<file path="config.mk">
export PLATFORM = sky130hd
export DESIGN_NAME = twc_cluster_top
export DESIGN_NICKNAME = d
export VERILOG_FILES = /design/src/rtl/twc_pkg.sv /design/src/rtl/twc_pair_sum.sv /design/src/rtl/twc_ratio_cut.sv /design/src/rtl/twc_iso_groups.sv /design/src/rtl/twc_cluster_top.sv
export SDC_FILE = /design/constraint.sdc
export NUM_CORES = 1
export LEC_CHECK = 0
export CAP_MARGIN = 0
export CORE_MARGIN = 5
export CORE_UTILIZATION = 50
export CTS_BUF_LIST = sky130_fd_sc_hd__clkbuf_16
export CTS_CLUSTER_SIZE = 25
export DETAILED_ROUTE_END_ITERATION = 6
export HOLD_SLACK_MARGIN = 0.03
export PLACE_DENSITY = 0.69
export SLEW_MARGIN = 20
export SYNTH_ARGS = -nofsm -noshare
export SYNTH_HDL_FRONTEND = slang
export SYNTH_SLANG_ARGS = --single-unit
export TNS_END_PERCENT = 20
</file>
<file path="constraint.sdc">
create_clock -name clk -period 7.6 [get_ports clk]
set_input_delay 2.28 -clock clk [delete_from_list [all_inputs] [get_ports clk]]
set_output_delay 2.28 -clock clk [all_outputs]
set_load 0.03 [all_outputs]
</file>
<file path="src/rtl/twc_pkg.sv">
package twc_pkg;

    localparam int NT     = 9;
    localparam int SIDE   = 3;
    localparam int CENTRE = 4;
    localparam int N_EDGE = 4;
    localparam int N_GRP  = 4;

    // Edge neighbour j of the centre: 1, 3, 5, 7
    function automatic int edge_idx(input int j);
        return 2 * j + 1;
    endfunction

    // Corner j: 0, 2, 6, 8
    function automatic int corner_idx(input int j);
        return (j / 2) * 6 + (j % 2) * 2;
    endfunction

    // Group anchored at corner j: its row and column, centre excluded by geometry
    function automatic logic [NT-1:0] group_mask(input int j);
        logic [NT-1:0] m;
        int c;
        c = corner_idx(j);
        m = '0;
        for (int k = 0; k < NT; k++) begin
            if ((k / SIDE) == (c / SIDE) || (k % SIDE) == (c % SIDE))
                m[k] = 1'b1;
        end
        return m;
    endfunction

endpackage

</file>
<file path="src/rtl/twc_pair_sum.sv">
module twc_pair_sum
    import twc_pkg::*;
#(
    parameter int ET_W = 8
) (
    input  logic [NT*ET_W-1:0]     em,
    output logic [N_EDGE*ET_W-1:0] pair_sat
);
    localparam int SUM_W = ET_W + 1;
    localparam logic [ET_W-1:0] ET_MAX = {ET_W{1'b1}};

    for (genvar j = 0; j < N_EDGE; j++) begin : g_edge
        logic [SUM_W-1:0] sum_d;
        always_comb begin
            sum_d = SUM_W'(em[CENTRE*ET_W +: ET_W]) + SUM_W'(em[edge_idx(j)*ET_W +: ET_W]);
            pair_sat[j*ET_W +: ET_W] = sum_d[SUM_W-1] ? ET_MAX : sum_d[ET_W-1:0];
        end
    end

endmodule

</file>
<file path="src/rtl/twc_ratio_cut.sv">
module twc_ratio_cut
    import twc_pkg::*;
#(
    parameter int ET_W  = 8,
    parameter int SHIFT = 3
) (
    input  logic [NT*ET_W-1:0] em,
    input  logic [NT*ET_W-1:0] had,
    output logic [NT-1:0]      ok
);
    localparam int CMP_W = ET_W + SHIFT;

    for (genvar k = 0; k < NT; k++) begin : g_tower
        logic [CMP_W-1:0] had_scaled_d;
        logic [CMP_W-1:0] em_ext_d;
        always_comb begin
            had_scaled_d = {had[k*ET_W +: ET_W], {SHIFT{1'b0}}};
            em_ext_d     = CMP_W'(em[k*ET_W +: ET_W]);
            ok[k]        = (had_scaled_d <= em_ext_d);
        end
    end

endmodule

</file>
<file path="src/rtl/twc_iso_groups.sv">
module twc_iso_groups
    import twc_pkg::*;
#(
    parameter int ET_W = 8
) (
    input  logic [NT*ET_W-1:0] em,
    input  logic [NT*ET_W-1:0] had,
    input  logic [ET_W-1:0]    thr,
    output logic [N_GRP-1:0]   grp_ok
);
    localparam int TOT_W = ET_W + 1;

    logic [NT-1:0] quiet_d;

    for (genvar k = 0; k < NT; k++) begin : g_tower
        logic [TOT_W-1:0] tot_d;
        always_comb begin
            tot_d      = TOT_W'(em[k*ET_W +: ET_W]) + TOT_W'(had[k*ET_W +: ET_W]);
            quiet_d[k] = (tot_d < TOT_W'(thr));
        end
    end

    for (genvar j = 0; j < N_GRP; j++) begin : g_grp
        localparam logic [NT-1:0] MASK = group_mask(j);
        always_comb grp_ok[j] = &(quiet_d | ~MASK);
    end

endmodule

</file>
<file path="src/rtl/twc_cluster_top.sv">
module twc_cluster_top
    import twc_pkg::*;
#(
    parameter int ET_W  = 8,
    parameter int TAU_W = $clog2(2 * NT * ((1 << ET_W) - 1) + 1)
) (
    input  logic                clk,
    input  logic                rst_n,
    input  logic                in_valid,
    input  logic [NT*ET_W-1:0]  in_em,
    input  logic [NT*ET_W-1:0]  in_had,
    input  logic [ET_W-1:0]     iso_thr,
    output logic                out_valid,
    output logic [ET_W-1:0]     out_cand,
    output logic                out_ratio_ok,
    output logic                out_iso_ok,
    output logic [TAU_W-1:0]    out_tau
);

    typedef struct packed {
        logic               v;
        logic [NT*ET_W-1:0] em;
        logic [NT*ET_W-1:0] had;
        logic [ET_W-1:0]    thr;
    } st1_t;

    typedef struct packed {
        logic                     v;
        logic [N_EDGE*ET_W-1:0]   pair;
        logic [NT-1:0]            rok;
        logic [N_GRP-1:0]         gok;
        logic [SIDE*TAU_W-1:0]    row;
    } st2_t;

    typedef struct packed {
        logic             v;
        logic [ET_W-1:0]  cand;
        logic             rok;
        logic             iok;
        logic [TAU_W-1:0] tau;
    } st3_t;

    typedef struct packed {
        st1_t s1;
        st2_t s2;
        st3_t s3;
    } pipe_t;

    pipe_t pipe_d, pipe_q;

    logic [N_EDGE*ET_W-1:0] pair_w;
    logic [NT-1:0]          rok_w;
    logic [N_GRP-1:0]       gok_w;

    twc_pair_sum #(.ET_W(ET_W)) u_pair (
        .em       (pipe_q.s1.em),
        .pair_sat (pair_w)
    );

    twc_ratio_cut #(.ET_W(ET_W), .SHIFT(3)) u_ratio (
        .em  (pipe_q.s1.em),
        .had (pipe_q.s1.had),
        .ok  (rok_w)
    );

    twc_iso_groups #(.ET_W(ET_W)) u_iso (
        .em     (pipe_q.s1.em),
        .had    (pipe_q.s1.had),
        .thr    (pipe_q.s1.thr),
        .grp_ok (gok_w)
    );

    always_comb begin
        logic [TAU_W-1:0] acc;
        logic [TAU_W-1:0] tot;
        logic [ET_W-1:0]  best;

        pipe_d = pipe_q;

        // stage 1: capture window
        pipe_d.s1.v   = in_valid;
        pipe_d.s1.em  = in_em;
        pipe_d.s1.had = in_had;
        pipe_d.s1.thr = iso_thr;

        // stage 2: per-tower terms and row sums
        pipe_d.s2.v    = pipe_q.s1.v;
        pipe_d.s2.pair = pair_w;
        pipe_d.s2.rok  = rok_w;
        pipe_d.s2.gok  = gok_w;
        for (int r = 0; r < SIDE; r++) begin
            acc = '0;
            for (int c = 0; c < SIDE; c++) begin
                acc = acc + TAU_W'(pipe_q.s1.em[(r*SIDE+c)*ET_W +: ET_W])
                          + TAU_W'(pipe_q.s1.had[(r*SIDE+c)*ET_W +: ET_W]);
            end
            pipe_d.s2.row[r*TAU_W +: TAU_W] = acc;
        end

        // stage 3: reductions
        best = '0;
        for (int j = 0; j < N_EDGE; j++) begin
            if (pipe_q.s2.pair[j*ET_W +: ET_W] > best)
                best = pipe_q.s2.pair[j*ET_W +: ET_W];
        end
        tot = '0;
        for (int r = 0; r < SIDE; r++)
            tot = tot + pipe_q.s2.row[r*TAU_W +: TAU_W];
        pipe_d.s3.v    = pipe_q.s2.v;
        pipe_d.s3.cand = best;
        pipe_d.s3.rok  = &pipe_q.s2.rok;
        pipe_d.s3.iok  = |pipe_q.s2.gok;
        pipe_d.s3.tau  = tot;
    end

    always_ff @(posedge clk) begin
        if (!rst_n) pipe_q <= '0;
        else        pipe_q <= pipe_d;
    end

    assign out_valid    = pipe_q.s3.v;
    assign out_cand     = pipe_q.s3.cand;
    assign out_ratio_ok = pipe_q.s3.rok;
    assign out_iso_ok   = pipe_q.s3.iok;
    assign out_tau      = pipe_q.s3.tau;

    // ---------------- assertions ----------------
    logic [1:0] since_rst_q;
    always_ff @(posedge clk) begin
        if (!rst_n)                 since_rst_q <= '0;
        else if (since_rst_q != 2'd3) since_rst_q <= since_rst_q + 2'd1;
    end

    assert_valid_latency_R2: assert property (@(posedge clk) disable iff (!rst_n)
        (since_rst_q == 2'd3) |-> (out_valid == $past(in_valid, 3)));

    assert_cand_ge_centre_R3: assert property (@(posedge clk) disable iff (!rst_n)
        out_valid |-> (out_cand >= $past(pipe_q.s1.em[CENTRE*ET_W +: ET_W], 2)));

    assert_ratio_all_R5: assert property (@(posedge clk) disable iff (!rst_n)
        (pipe_q.s2.v && !(&pipe_q.s2.rok)) |=> !out_ratio_ok);

    for (genvar k = 0; k < NT; k++) begin : g_chk
        assert_zero_em_R6: assert property (@(posedge clk) disable iff (!rst_n)
            (pipe_q.s1.v && pipe_q.s1.em[k*ET_W +: ET_W] == '0 && pipe_q.s1.had[k*ET_W +: ET_W] != '0)
            |=> !pipe_q.s2.rok[k]);
    end

    assert_zero_thr_R8: assert property (@(posedge clk) disable iff (!rst_n)
        (pipe_q.s1.v && pipe_q.s1.thr == '0) |=> (pipe_q.s2.gok == '0));

    assert_tau_ge_cand_R9: assert property (@(posedge clk) disable iff (!rst_n)
        out_valid |-> (out_tau >= TAU_W'(out_cand)));

endmodule

</file>
After elaboration in Yosys (flattened, before gate mapping)
Index checks and enable logic that the tools add are counted.

cells by class
  reduce and logical (&&, ||, !) cells = 6
  add/subtract/negate cells = 29
  mux-type cells = 8
  $lt $le $gt $ge = 21

operators with widths
  cell                count
  $add 8x8->9         15
  $le 11x8->1         9
  $lt 9x8->1          8
  $mux 8              8
  $add 12x8->13       3
  $add 11x8->12       3
  $add 10x8->11       3
  $add 9x8->10        3
  $add 13x13->13      2
  $gt 8x8->1          3
  $reduce_and 5->1    4
  $reduce_and 9->1    1
  $gt 8x1->1 const B  1
  $reduce_or 4->1     1

word-level totals
  output and inout port bits = 24
  bits in registers = 262
  word-level logic and storage cells = 78
  input bits = 155

Depth between registers and ports, before layout
  depth after elaboration = 8
  gate-level depth with buffers = 23

Cells and area by module
From an unflattened synthesis, not the netlist that was laid out.

unflattened totals
  cell total of the unflattened synthesis = 1786
  area total of the unflattened synthesis = 17651.9 µm²

modules (own cells, without submodules)
  module           times used  area an instance (µm²)  cells each
  twc_cluster_top  1           11237.0                 970
  twc_iso_groups   1           3658.5                  459
  twc_pair_sum     1           1493.9                  192
  twc_ratio_cut    1           1262.5                  165

Worst setup path before layout
Ideal clock, no wire load.

  kind = reg-to-reg
  from = register pipe_q[80] (netlist bit)
  to = register pipe_q, in the netlist out_cand[0]
  arrival = 4415 ps
  library setup time = 142 ps
  cell stages (with the launch flop) = 19
  path buffers = 1
  setup slack = 3043 ps
  path through = dfxtp_1 inv_1 ha_1 nand3_1 o32ai_2 mux2i_1 ha_1 nor2b_1 o211ai_1 a21oi_1 o21bai_1 clkbuf_1 a21o_1 ha_1 a211o_1 o211ai_1 nand2b_1 o221ai_1 o221ai_1

between the ends
  longest elaborated chain between the ends = 8

ends and longest elaborated chain
  what                      RTL line                source
  start: declaration        twc_cluster_top.sv:49   pipe_t pipe_d, pipe_q;
  start signal: assignment  twc_cluster_top.sv:118  else pipe_q <= pipe_d;
  $gt 8x1->1                twc_cluster_top.sv:103  if (pipe_q.s2.pair[j*ET_W +: ET_W] > best)
  $mux 8 *                  twc_cluster_top.sv:103
  $gt 8x8->1                twc_cluster_top.sv:103
  $mux 8 *                  twc_cluster_top.sv:103
  $gt 8x8->1                twc_cluster_top.sv:103
  $mux 8 *                  twc_cluster_top.sv:103
  $gt 8x8->1                twc_cluster_top.sv:103
  $mux 8 *                  twc_cluster_top.sv:103

Mark *: on every way between the ends. The rest lies on a longest branch, timed or not.
A chain may end at the register's enable or synchronous reset.

Worst setup path after layout
  from = register pipe_q[83] (netlist bit)
  to = register pipe_q, in the netlist out_cand[2]

Same word-level chain as after synthesis.

==> results.toml <==
[clock_tree]
root_buffer = "clkbuf_16"
clock_sinks = 256
insertion_delay_ns = 0.56
h-tree-depth = 1
cts_resized = 0
cts_tree = "built"
cts_buffers = 29
path_clk_slew_ns = 0.07
postCtsSetupBuffers = 0
cts_buffer_depth = 3
cts_hold_buffers = 0

[grt]
grt_usage = 0.232
grt_antenna_before_repair = 3
grt_pass1_wl_mm = 70.2
grt_overflow = 0
grt_pass1_vias = 13000
grt_max_degree = 132

[detailed_routing]
drt_iter0_drc = 611
wirelength_mm = 44.8
wl_per_cell_um = 18.9
ant_nets = 0
firstDrtPassIters = 5
avgViaCountPerCell = 5.38
vias = 12800
drc = 0

[layout]
num-fill-cells = 2958
drive_above_1_share = 0.0322
syn2layout_area_growth_pct = 17.7
antennaDiodeCount = 0
final-instance-count-excl-fill = 2378
nets = 2432

[placement]
dp.cells = 2326
globalplace.congestion = 0.919
port_buffers = 178
hpwl_mm = 36.4

[logic_synthesis]
synthArstFlopShare = 0
synthesis.nets = 2271
yosysSeqAreaShare = 0.298
synthesis.area_um2 = 17200
ys.warnings.count = 0
synth_cell_types = 62
ys_ff_latch = 256
syn_area_per_cell_um2 = 9.89
syn_inst = 1741
synth_flop_cell = "dfxtp_1"
synth_edf_count = 0

[critical_path]
path_max_fanout = 17
required_ns = 8.01
cp.buffers_inverters = 1
slowest_stage = "o32ai_2"
crit_path_start_kind = "flip-flop"
arrival_ns = 5.77
path_cells = "inv_1 > ha_1 > nand3_1 > o32ai_2 > mux2i_1 > ha_1 > nor2b_1 > o211ai_1 > a21oi_1 > o21bai_2 > nor2_1 > a21o_1 > ha_1 > a211o_1 > o211ai_1 > nand2b_1 > o221ai_1 > o221ai_1"
end_kind = "flip-flop"
cp_top_family = "compound AO/OA/AOI/OAI gates"
critPathMostFrequentCell = "ha_1"
critPathKind = "flip-flop to flip-flop"
max_stage_delay_ns = 0.82

[timing]
setup_violations = 0
relSlewSlack = 0.353
final.setup.tns_ns = 0
slew_viol_final = 0
post-route-min-period_ns = 5.36
finalCritPeriodShare = 0.705
rsz0062_at_grt = "false"
finalHoldViolations = 0
fmax_mhz = 187
worstMarginPinSlew_ns = 0.971
fin_skew_ns = 0.0201

[floorplan]
num_rows = 68
io-pin-count = 179
start_util = 0.502
core_area_um2 = 34300
die_h_um = 196
die_area_um2 = 38200
die_w_um = 196

[power]
leakage_nw = 9.34
power_density_nw_per_um2 = 249
ir_worst_vdd_mv = 0.204

[outcome]
status = "complete, no violations"

[run]
maxCapViolCount = 0

[worst_hold_path]
hp-class = "flip-flop to flip-flop"
[worst paths after layout]
kind | from | to | slack, ns | depth (start not counted)
hold reg to reg | pipe_q[65] | out_iso_ok | 0.43 | 2
setup / recovery | pipe_q[83] | out_cand[2] | 2.24 | 18
hold / removal | pipe_q[65] | out_iso_ok | 0.43 | 2
setup reg to reg | pipe_q[83] | out_cand[2] | 2.24 | 18
[kinds of logic after synthesis]
family                     Yosys count  share of synthesized area
and+or+nand+nor                    453                      0.145
adders and majority gates          375                      0.325
AOI/OAI and AO/OA                  338                      0.133
DFF                                256                      0.298
buffers and inverters              234                     0.0562
xor gates and xnor gates            75                     0.0382
muxes                               10                    0.00581
[final cells by class]
cell class	count	area (um^2)	area share
inverter	183	687	0.0339
multi-input combinational	1251	11100	0.549
clock buffer	29	726	0.0358
tap	455	569	0.0281
sequential	256	5120	0.253
timing repair buffer	181	1800	0.0890
clock inverter	23	219	0.0108
[worst min-delay path: cells and delay by family, from the launching register on]
kind,cells,cell delay [ns]
simple gates,2,0.11
flops,1,0.31
[per-stage QoR]
| step | instance area, um^2 | util | hold slack, ns | setup WS, ns | power [mW] |
|---|---|---|---|---|---|
| floorplan | 17200 | - | 0.407 | 3.04 | 3.14 |
| global placement | 19300 | 0.563 | 0.415 | 1.98 | 3.64 |
| detailed placement | 19300 | 0.563 | 0.433 | 1.92 | 3.69 |
| CTS | 20300 | 0.591 | 0.445 | 1.90 | 5.08 |
| global route | 20300 | 0.591 | 0.454 | 1.77 | 5.41 |
| finish | 20300 | 0.591 | 0.433 | 2.24 | 5.05 |
[layout by cell type (no fill, tap or decap), drive strengths merged, types with 6 or more instances in the layout]
master / Yosys / final
nor4: 8 / 8
and2: 169 / 169
clkbuf: 29 / 29
o211a: 6 / 6
ha: 255 / 255
a211oi: 19 / 19
nor2: 93 / 93
nor2b: 25 / 25
xor2: 19 / 19
fa: 120 / 120
a21o: 46 / 46
nor3: 35 / 35
or4: 8 / 8
a31oi: 6 / 6
nand2: 40 / 40
o21a: 52 / 52
o221ai: 9 / 9
xnor2: 56 / 56
inv: 183 / 186
o211ai: 10 / 10
clkdlybuf4s50: 0 / 177
dfxtp: 256 / 256
clkinv: 0 / 13
o41ai: 11 / 11
nand4: 12 / 12
mux2i: 10 / 10
a21oi: 71 / 71
o21bai: 6 / 6
nand3: 22 / 22
and3: 8 / 8
o22ai: 12 / 12
o21ai: 60 / 60
or3: 6 / 6
nand2b: 12 / 12
[report_power, final]
part	switching, mW	internal, mW
logic	1.08	0.930
registers	0.148	1.52
clock network	0.572	0.800
[routing by layer]
metal	part of all wire	up-vias	track usage
li1	-	6284	-
met1	0.44	6077	0.315
met2	0.45	336	0.374
met3	0.062	88	0.0386
met4	0.041	6	0.0840
met5	0.00054	-	0
[synthesized netlist by cell type, drive strengths merged, types with 6 or more instances]
| master | count | area share |
|---|---|---|
| dfxtp | 256 | 0.30 |
| ha | 255 | 0.19 |
| inv | 183 | 0.040 |
| and2 | 169 | 0.061 |
| fa | 120 | 0.14 |
| nor2 | 93 | 0.020 |
| a21oi | 71 | 0.021 |
| o21ai | 60 | 0.017 |
| xnor2 | 56 | 0.028 |
| o21a | 52 | 0.023 |
| a21o | 46 | 0.020 |
| nand2 | 40 | 0.0087 |
| nor3 | 35 | 0.010 |
| clkbuf | 29 | 0.0069 |
| nor2b | 25 | 0.0091 |
| buf | 22 | 0.0094 |
| nand3 | 22 | 0.0064 |
| a211oi | 19 | 0.0086 |
| xor2 | 19 | 0.0097 |
| nand2b | 12 | 0.0044 |
| nand4 | 12 | 0.0044 |
| o22ai | 12 | 0.0044 |
| o41ai | 11 | 0.0056 |
| mux2i | 10 | 0.0058 |
| o211ai | 10 | 0.0044 |
| o221ai | 9 | 0.0046 |
| and3 | 8 | 0.0031 |
| nor4 | 8 | 0.0029 |
| or4 | 8 | 0.0035 |
| a31oi | 6 | 0.0022 |
| o211a | 6 | 0.0035 |
| o21bai | 6 | 0.0026 |
| or3 | 6 | 0.0022 |
[flip-flops by register name (all words and copies together) (netlist names)]
name,cells
out_cand,8
out_iso_ok,1
out_ratio_ok,1
out_tau,13
out_valid,1
pipe_d,2
pipe_q,230
Power figures use the tool's default switching activity.
